<file path="src/rtl/intsrc_pkg.sv">
package intsrc_pkg;

  // Word indices on the register bus
  localparam int unsigned IDX_NORM_STAT = 0;
  localparam int unsigned IDX_FAST_STAT = 1;
  localparam int unsigned IDX_RAW       = 2;
  localparam int unsigned IDX_ROUTE     = 3;
  localparam int unsigned IDX_EN_SET    = 4;
  localparam int unsigned IDX_EN_CLR    = 5;
  localparam int unsigned IDX_SOFT_SET  = 6;
  localparam int unsigned IDX_SOFT_CLR  = 7;
  localparam int unsigned IDX_PROT      = 8;

  typedef enum logic [2:0] {
    SRC_ZERO,
    SRC_NORM,
    SRC_FAST,
    SRC_RAW,
    SRC_ROUTE,
    SRC_EN,
    SRC_SOFT,
    SRC_PROT
  } rdSrc_e;

  typedef struct packed {
    logic   routeWr;
    logic   enSet;
    logic   enClr;
    logic   softSet;
    logic   softClr;
    logic   protWr;
    logic   rdLoad;
    rdSrc_e rdSrc;
  } regStrobe_t;

endpackage

</file>
<file path="src/rtl/intsrc_sync.sv">
module intsrc_sync #(
  parameter int unsigned WIDTH  = 32,
  parameter int unsigned STAGES = 2
) (
  input  logic             clk,
  input  logic             rstN,
  input  logic [WIDTH-1:0] asyncIn,
  output logic [WIDTH-1:0] syncOut
);

  logic [WIDTH-1:0] stageQ [STAGES];

  generate
    for (genvar s = 0; s < STAGES; s++) begin : g_stage
      if (s == 0) begin : g_first
        always_ff @(posedge clk or negedge rstN) begin
          if (!rstN) stageQ[s] <= '0;
          else       stageQ[s] <= asyncIn;
        end
      end else begin : g_next
        always_ff @(posedge clk or negedge rstN) begin
          if (!rstN) stageQ[s] <= '0;
          else       stageQ[s] <= stageQ[s-1];
        end
      end
    end
  endgenerate

  assign syncOut = stageQ[STAGES-1];

endmodule

</file>
<file path="src/rtl/intsrc_ctrl.sv">
module intsrc_ctrl
  import intsrc_pkg::*;
#(
  parameter int unsigned ADDR_W = 10
) (
  input  logic              busWrEn,
  input  logic              busRdEn,
  input  logic [ADDR_W-1:0] busAddr,
  output regStrobe_t        strb
);

  localparam logic [ADDR_W-1:0] A_NORM  = ADDR_W'(IDX_NORM_STAT);
  localparam logic [ADDR_W-1:0] A_FAST  = ADDR_W'(IDX_FAST_STAT);
  localparam logic [ADDR_W-1:0] A_RAW   = ADDR_W'(IDX_RAW);
  localparam logic [ADDR_W-1:0] A_ROUTE = ADDR_W'(IDX_ROUTE);
  localparam logic [ADDR_W-1:0] A_ENS   = ADDR_W'(IDX_EN_SET);
  localparam logic [ADDR_W-1:0] A_ENC   = ADDR_W'(IDX_EN_CLR);
  localparam logic [ADDR_W-1:0] A_SFS   = ADDR_W'(IDX_SOFT_SET);
  localparam logic [ADDR_W-1:0] A_SFC   = ADDR_W'(IDX_SOFT_CLR);
  localparam logic [ADDR_W-1:0] A_PROT  = ADDR_W'(IDX_PROT);

  rdSrc_e readSel;

  // Read source decode; clear-only and undefined words read as zero
  always_comb begin
    if      (busAddr == A_NORM)  readSel = SRC_NORM;
    else if (busAddr == A_FAST)  readSel = SRC_FAST;
    else if (busAddr == A_RAW)   readSel = SRC_RAW;
    else if (busAddr == A_ROUTE) readSel = SRC_ROUTE;
    else if (busAddr == A_ENS)   readSel = SRC_EN;
    else if (busAddr == A_SFS)   readSel = SRC_SOFT;
    else if (busAddr == A_PROT)  readSel = SRC_PROT;
    else                         readSel = SRC_ZERO;
  end

  // Write strobe decode; status words and undefined words get no strobe
  always_comb begin
    strb         = '0;
    strb.rdLoad  = busRdEn;
    strb.rdSrc   = readSel;
    if (busWrEn) begin
      strb.routeWr = (busAddr == A_ROUTE);
      strb.enSet   = (busAddr == A_ENS);
      strb.enClr   = (busAddr == A_ENC);
      strb.softSet = (busAddr == A_SFS);
      strb.softClr = (busAddr == A_SFC);
      strb.protWr  = (busAddr == A_PROT);
    end
  end

endmodule

</file>
<file path="src/rtl/intsrc_datapath.sv">
module intsrc_datapath
  import intsrc_pkg::*;
#(
  parameter int unsigned NUM_SRC = 32,
  parameter int unsigned DATA_W  = 32
) (
  input  logic               clk,
  input  logic               rstN,
  input  regStrobe_t         strb,
  input  logic [DATA_W-1:0]  wrData,
  input  logic [NUM_SRC-1:0] hwSync,
  output logic [NUM_SRC-1:0] rawVec,
  output logic [NUM_SRC-1:0] enableVec,
  output logic [NUM_SRC-1:0] routeVec,
  output logic [NUM_SRC-1:0] softVec,
  output logic [NUM_SRC-1:0] normalReq,
  output logic               fastIrq,
  output logic [DATA_W-1:0]  rdData
);

  logic [NUM_SRC-1:0] srcData;
  logic [NUM_SRC-1:0] fastVec;
  logic               protQ;
  logic [DATA_W-1:0]  rdNext;

  assign srcData = wrData[NUM_SRC-1:0];

  // Route select register
  always_ff @(posedge clk or negedge rstN) begin
    if (!rstN)             routeVec <= '0;
    else if (strb.routeWr) routeVec <= srcData;
  end

  // Enable register: set-only and clear-only access
  always_ff @(posedge clk or negedge rstN) begin
    if (!rstN)           enableVec <= '0;
    else if (strb.enSet) enableVec <= enableVec | srcData;
    else if (strb.enClr) enableVec <= enableVec & ~srcData;
  end

  // Software interrupt register: set-only and clear-only access
  always_ff @(posedge clk or negedge rstN) begin
    if (!rstN)             softVec <= '0;
    else if (strb.softSet) softVec <= softVec | srcData;
    else if (strb.softClr) softVec <= softVec & ~srcData;
  end

  // Stored protection flag, never enforced
  always_ff @(posedge clk or negedge rstN) begin
    if (!rstN)            protQ <= 1'b0;
    else if (strb.protWr) protQ <= wrData[0];
  end

  // Pending and routed status
  assign rawVec    = hwSync | softVec;
  assign normalReq = rawVec & enableVec & ~routeVec;
  assign fastVec   = rawVec & routeVec;
  assign fastIrq   = |fastVec;

  always_comb begin
    unique case (strb.rdSrc)
      SRC_NORM:  rdNext = DATA_W'(normalReq);
      SRC_FAST:  rdNext = DATA_W'(fastVec);
      SRC_RAW:   rdNext = DATA_W'(rawVec);
      SRC_ROUTE: rdNext = DATA_W'(routeVec);
      SRC_EN:    rdNext = DATA_W'(enableVec);
      SRC_SOFT:  rdNext = DATA_W'(softVec);
      SRC_PROT:  rdNext = DATA_W'(protQ);
      default:   rdNext = '0;
    endcase
  end

  always_ff @(posedge clk or negedge rstN) begin
    if (!rstN)            rdData <= '0;
    else if (strb.rdLoad) rdData <= rdNext;
  end

endmodule

</file>
<file path="src/rtl/intsrc_router.sv">
module intsrc_router
  import intsrc_pkg::*;
#(
  parameter int unsigned NUM_SRC     = 32,
  parameter int unsigned DATA_W      = 32,
  parameter int unsigned ADDR_W      = 10,
  parameter int unsigned SYNC_STAGES = 2
) (
  input  logic               clk,
  input  logic               rstN,
  input  logic               busWrEn,
  input  logic               busRdEn,
  input  logic [ADDR_W-1:0]  busAddr,
  input  logic [DATA_W-1:0]  busWrData,
  output logic [DATA_W-1:0]  busRdData,
  input  logic [NUM_SRC-1:0] hwIrq,
  output logic [NUM_SRC-1:0] normalReq,
  output logic               fastIrq
);

  regStrobe_t         strb;
  logic [NUM_SRC-1:0] hwSync;
  logic [NUM_SRC-1:0] rawVec;
  logic [NUM_SRC-1:0] enableVec;
  logic [NUM_SRC-1:0] routeVec;
  logic [NUM_SRC-1:0] softVec;

  intsrc_sync #(
    .WIDTH  (NUM_SRC),
    .STAGES (SYNC_STAGES)
  ) u_sync (
    .clk     (clk),
    .rstN    (rstN),
    .asyncIn (hwIrq),
    .syncOut (hwSync)
  );

  intsrc_ctrl #(
    .ADDR_W (ADDR_W)
  ) u_ctrl (
    .busWrEn (busWrEn),
    .busRdEn (busRdEn),
    .busAddr (busAddr),
    .strb    (strb)
  );

  intsrc_datapath #(
    .NUM_SRC (NUM_SRC),
    .DATA_W  (DATA_W)
  ) u_dp (
    .clk       (clk),
    .rstN      (rstN),
    .strb      (strb),
    .wrData    (busWrData),
    .hwSync    (hwSync),
    .rawVec    (rawVec),
    .enableVec (enableVec),
    .routeVec  (routeVec),
    .softVec   (softVec),
    .normalReq (normalReq),
    .fastIrq   (fastIrq),
    .rdData    (busRdData)
  );

endmodule

</file>
<file path="config.mk">
export PLATFORM = sky130hd
export DESIGN_NAME = intsrc_router
export DESIGN_NICKNAME = d
export VERILOG_FILES = /design/src/rtl/intsrc_pkg.sv /design/src/rtl/intsrc_sync.sv /design/src/rtl/intsrc_ctrl.sv /design/src/rtl/intsrc_datapath.sv /design/src/rtl/intsrc_router.sv
export SDC_FILE = /design/constraint.sdc
export NUM_CORES = 1
export LEC_CHECK = 0
export BUFFER_PORTS_ARGS = -buffer_cell sky130_fd_sc_hd__buf_2
export CAP_MARGIN = 20
export CORE_MARGIN = 4
export CORE_UTILIZATION = 51
export DETAILED_ROUTE_END_ITERATION = 10
export PLACE_DENSITY = 0.86
export REMOVE_ABC_BUFFERS = 1
export SLEW_MARGIN = 30
export SYNTH_ARGS = -nofsm -noshare
export SYNTH_HDL_FRONTEND = slang
export SYNTH_SLANG_ARGS = --single-unit
</file>
<file path="constraint.sdc">
create_clock -name clk -period 1.22 [get_ports clk]
set_clock_uncertainty 0.15 [all_clocks]
set_input_delay 0.061 -clock clk [delete_from_list [all_inputs] [get_ports clk]]
set_output_delay 0.061 -clock clk [all_outputs]
set_load 0.05 [all_outputs]
</file>
==> results by group, run 1 <==
Status
  • Outcome: did not finish
  • Last stage: global routing (5_1_grt)
  • Error msg: [ERROR DPL-0038] Utilization greater than 100%, impossible to legalize

Logic synthesis
  • Syn Inst Count: 834
  • Synth Warn #: 0
  • Sequential area share after synthesis: 56.1%
  • Yosys top cell area share: 56.1%
  • Xor/xnor share of the synthesized area: 0%
  • Synth Area per Inst: 10.3 um^2
  • Largest family of logic cells by synthesized area: compound AO/OA/AOI/OAI gates
  • Post-synthesis compound-gate area fraction: 19.8%
  • Most frequent cell after synthesis: dfrtp_1
  • Post-synth EDFFs: 0
  • Yosys top cell by area: dfrtp_1
  • Share of flip-flops with an asynchronous set or reset: 100%
  • Mux cell area share after synthesis: 5.62%
  • Synth Flop Type: dfrtp_1
  • Commonest cells post-synth: dfrtp_1, nand2_1, o21ai_0
  • Simple-Gate Fraction of Synth Area: 15.4%
  • Synth cell types: 57
  • #FFs+latches synth: 193
  • Post-Syn Area: 8610 um^2
  • Area contributors post-synth: dfrtp_1, nand2_1, o21ai_0, mux2_2, nor2_1
  • Adder-cell area share of the yosys netlist: 0%

CTS
  • Clock Sinks: 193
  • CTS Buf Count: 17
  • H-tree levels: 4
  • Clock tree buffer depth: 2
  • Root Buffer: clkbuf_16

Global route
  • Largest net degree at the start of global routing: 60

Die
  • Die Span Y: 138 um
  • I/O Pins: 143
  • Starting density of the core: 51.9%
  • Rows: 47
  • Die width: 138 um

Placement
  • Routability cong.: 0.892
  • Post-DP HPWL: 18.3 mm
  • DP Cell Count: 1331
  • Number of port buffers: 142

Timing
  • Worst endpoint type: top-level output
  • Worst setup endpoint GRT: fastIrq
metrics by stage:
stage          hold slack, ns  setup slack, ns  utilization [%]  area, um^2  setup TNS, ns
2_1_floorplan          -0.385            -1.52                -        8410        -139.38
3_3_place_gp           -0.148           -0.760             65.9       10900         -85.51
3_5_place_dp           -0.149           -0.808             65.9       10900         -87.60
4_1_cts               -0.0556           -0.806             87.0       14400         -34.74
cells by family after synthesis:
group,Yosys count
mux,43
buf+inv,62
compound gates,252
flops,193
simple gates,284
repair_timing:
item | CTS
pin swaps | 74
cloned | 8
gates resized for setup | 495
endpoints found under the setup margin | 194
setup buffers | 46
endpoints found under the hold margin | 324
hold buffers | 68
==> run 2, diff against run 1 <==
Settings changed: CORE_UTILIZATION 51 to 40, PLACE_DENSITY 0.86 to default, PLACE_DENSITY_LB_ADDON from default to 0.15.
Clock period 1.22 ns to 1.6 ns, I/O delays scaled along.
==> results by group, run 2 <==
Status
  • Outcome: finished, violations left
  • Violated checks: negative setup slack

Cells and area
  • Most common cell after layout, fill and taps aside: dfrtp_1
  • Layout cells sized above 1: 40.7%
  • Most frequent cells in the layout: dfrtp_1, nand2_1, buf_4
  • Ant. Diodes: 0
  • Multi-input logic area: 4060 um^2
  • Finished Cell Area: 13200 um^2
  • Post-route insts no fill: 1477
  • Register area: 4830 um^2
  • Area growth, synth to finish: 53.3%
  • Nets: 1267
  • Fillers: 1717

Setup path
  • CP max-delay cell: dfrtp_1
  • CP Cell Sequence: o21ai_2 > nand4_1 > nor4_1 > buf_4 > nand2_4 > buf_8
  • Reg-to-reg slack, setup: 0 ns
  • Critical R2R Launch: u_sync.syncOut[0]$_DFF_PN0_
  • Delay-heaviest family, CP: simple AND/OR/NAND/NOR gates
  • Levels on crit path: 6
  • Crit path DAT: 1.96 ns
  • Critical path data required time: 1.37 ns
  • CP endpoint: fastIrq
  • Largest stage delay on the critical path: 0.40 ns
  • Crit path kind: reg2out
  • Crit. End Element: output pin
  • FF-to-FF End: u_dp.rdData[0]$_DFFE_PN0P_
  • Critical path launch point type: flop
  • Top fanout value on the critical path: 2
  • Buf/Inv on CP: 2
  • R2R cell count: 7

Logic synthesis
  • Area contributors post-synth: dfrtp_1, nand2_1, o21ai_0, mux2_2, nor2_1
  • Synth Flop Type: dfrtp_1
  • Post-synth EDFFs: 0
  • Yosys top cell area share: 56.1%
  • Syn Inst Count: 834
  • #FFs+latches synth: 193
  • Synth Warn #: 0
  • Most frequent cell after synthesis: dfrtp_1
  • Share of flip-flops with an asynchronous set or reset: 100%
  • Commonest cells post-synth: dfrtp_1, nand2_1, o21ai_0
  • Synth Area per Inst: 10.3 um^2
  • Post-Syn Area: 8610 um^2
  • Sequential area share after synthesis: 56.1%
  • Yosys top cell by area: dfrtp_1
  • Synth cell types: 57

Timing
  • Tcrit/Tclk final: 137%
  • Endpoints failing hold: 0
  • Final WS setup: -0.588 ns
  • Slew Limit Fails: 0
  • Tmin final: 2.19 ns
  • Final setup fails: 15
  • WHS: 0.0263 ns
  • Slew margin rel.: 66.1%
  • Fmax: 457 MHz
  • Tightest Pin Transition: 0.508 ns
  • RSZ-0062 raised after global routing: true

Pwr
  • Final Power: 0.0106 W
  • Combinational power share: 9.4%
  • Reg power frac: 47.5%
  • Net Sw Power: 0.00275 W
  • PwrDens: 804 nW/um^2
  • Clock share of power: 43.1%
  • Sw Ratio: 26.0%
  • Internal cell power: 0.00786 W
  • Leakage: 6.01 nW
  • Worst vdd rail ir drop: 753 uV

Global route
  • Initial antenna violation count: 0
  • Met1 GRT Util: 32.0%
  • Vias in the first global route: 7951
  • Met3 Use GR: 4.50%
  • Largest net degree at the start of global routing: 61
  • Grt peak-use layer: met2
  • First-pass GRT wire length: 43.7 mm
  • Grt ovf: 0
  • GRT Util Overall: 23.2%
  • M2 GR Usage: 37.6%

Die
  • I/O Pins: 143
  • Die width: 155 um
  • Die Footprint: 23900 um^2
  • Rows: 53
  • Starting density of the core: 40.8%
  • Total core area: 21100 um^2
  • Die Span Y: 155 um

Placement
  • DP Cell Count: 1357
  • Routability cong.: 0.848
  • Post-DP Area: 10800 um^2
  • Number of port buffers: 142
  • Post-DP HPWL: 17.7 mm

Detailed routing
  • Drt initial violations: 427
  • Vias: 7849
  • Post-route ant nets: 0
  • Wire per inst: 18.7 um
  • DRT Wirelength: 27.6 mm
  • Vias per cell: 5.31
  • Drt pass-1 iters: 5
  • DRC Markers: 0

Hold path
  • Beginning of the worst hold path: busAddr[0]
  • Worst Hold Class: in2reg

CTS
  • H-tree levels: 4
  • Clk pin slew, worst setup/hold paths: 0.08 ns
  • CTS tree: yes
  • Worst-Skew Late Latency: 0.44 ns
  • Root Buffer: clkbuf_16
  • Clock Sinks: 193
  • Clock tree buffer depth: 2
  • CTS Buf Count: 17

Run
  • # Max-Cap Violations: 0
[run 2: worst min path at each step]
stage                               endpoint  slack (ns)  cells after the start
6_report                                flop        0.03                      3
5_1_grt                                 flop        0.03                      3
4_1_cts                                 flop       0.006                      3
3_5_place_dp   u_dp.routeVec[25]$_DFFE_PN0P_       -0.17                      1
3_3_place_gp   u_dp.routeVec[25]$_DFFE_PN0P_       -0.17                      1
2_1_floorplan     asynchronous set/reset pin       -0.37                      0
[run 2: final cells by class]
| cell class | count | share of cell area [%] |
|---|---|---|
| Timing Repair Buffer | 381 | 24.7 |
| Sequential cell | 193 | 36.6 |
| Clock inverter | 15 | 1.56 |
| Multi-Input combinational cell | 579 | 30.8 |
| Inverter | 17 | 0.521 |
| Tap cell | 275 | 2.61 |
| Clock buffer | 17 | 3.22 |
[run 2: cell families after synthesis]
group / share of synthesized area, %
flip-flops: 56.1
AND/OR/NAND/NOR: 15.4
buffers and inverters: 3.05
AO/OA/AOI/OAI: 19.8
multiplexers: 5.62
[run 2: repair_timing]
item / CTS / global route
setup endpoints to repair: 46 / 109
resized for setup: 230 / 65
hold endpoints to repair: 324 / 16
gates cloned: 1 / 1
setup buffers: 12 / 21
hold buffers: 68 / 1
pin swaps: 18 / 20
[run 2: power by group through the flow]
stage	Sequential, W	Combinational [W]	Clock, W
after floorplan	0.00512	0.000190	0
after global placement	0.00513	0.000739	0
after detailed placement	0.00513	0.000741	0
after CTS	0.00504	0.000957	0.00470
after global routing	0.00506	0.00108	0.00487
final	0.00504	0.000993	0.00458
[run 2: metrics by stage]
stage	worst slack [ns]	TNS, ns	utilization (%)
6_report	-0.588	-0.903	62.6
5_1_grt	-0.655	-2.41	62.6
4_1_cts	-0.573	-1.73	61.3
3_5_place_dp	-0.504	-44.74	51.0
3_3_place_gp	-0.448	-43.22	51.0
2_1_floorplan	-1.16	-84.10	-
[run 2: worst register-to-register path, cell delays in order (launching register included)]
cell and delay [ns]:
dfrtp_1 0.39, buf_6 0.12, nor2_4 0.13, buf_6 0.12, nor3b_2 0.04, o221ai_1 0.22
a31oi_2 0.15, a21o_1 0.17
[run 2: layer usage]
metal	vias to the layer above	part of all wire (%)
met4	0	2.3
met2	208	48
met1	3848	45
met3	44	4.7
li1	3749	-
met5	-	0
No activity file was read; power rests on OpenSTA's default activity.
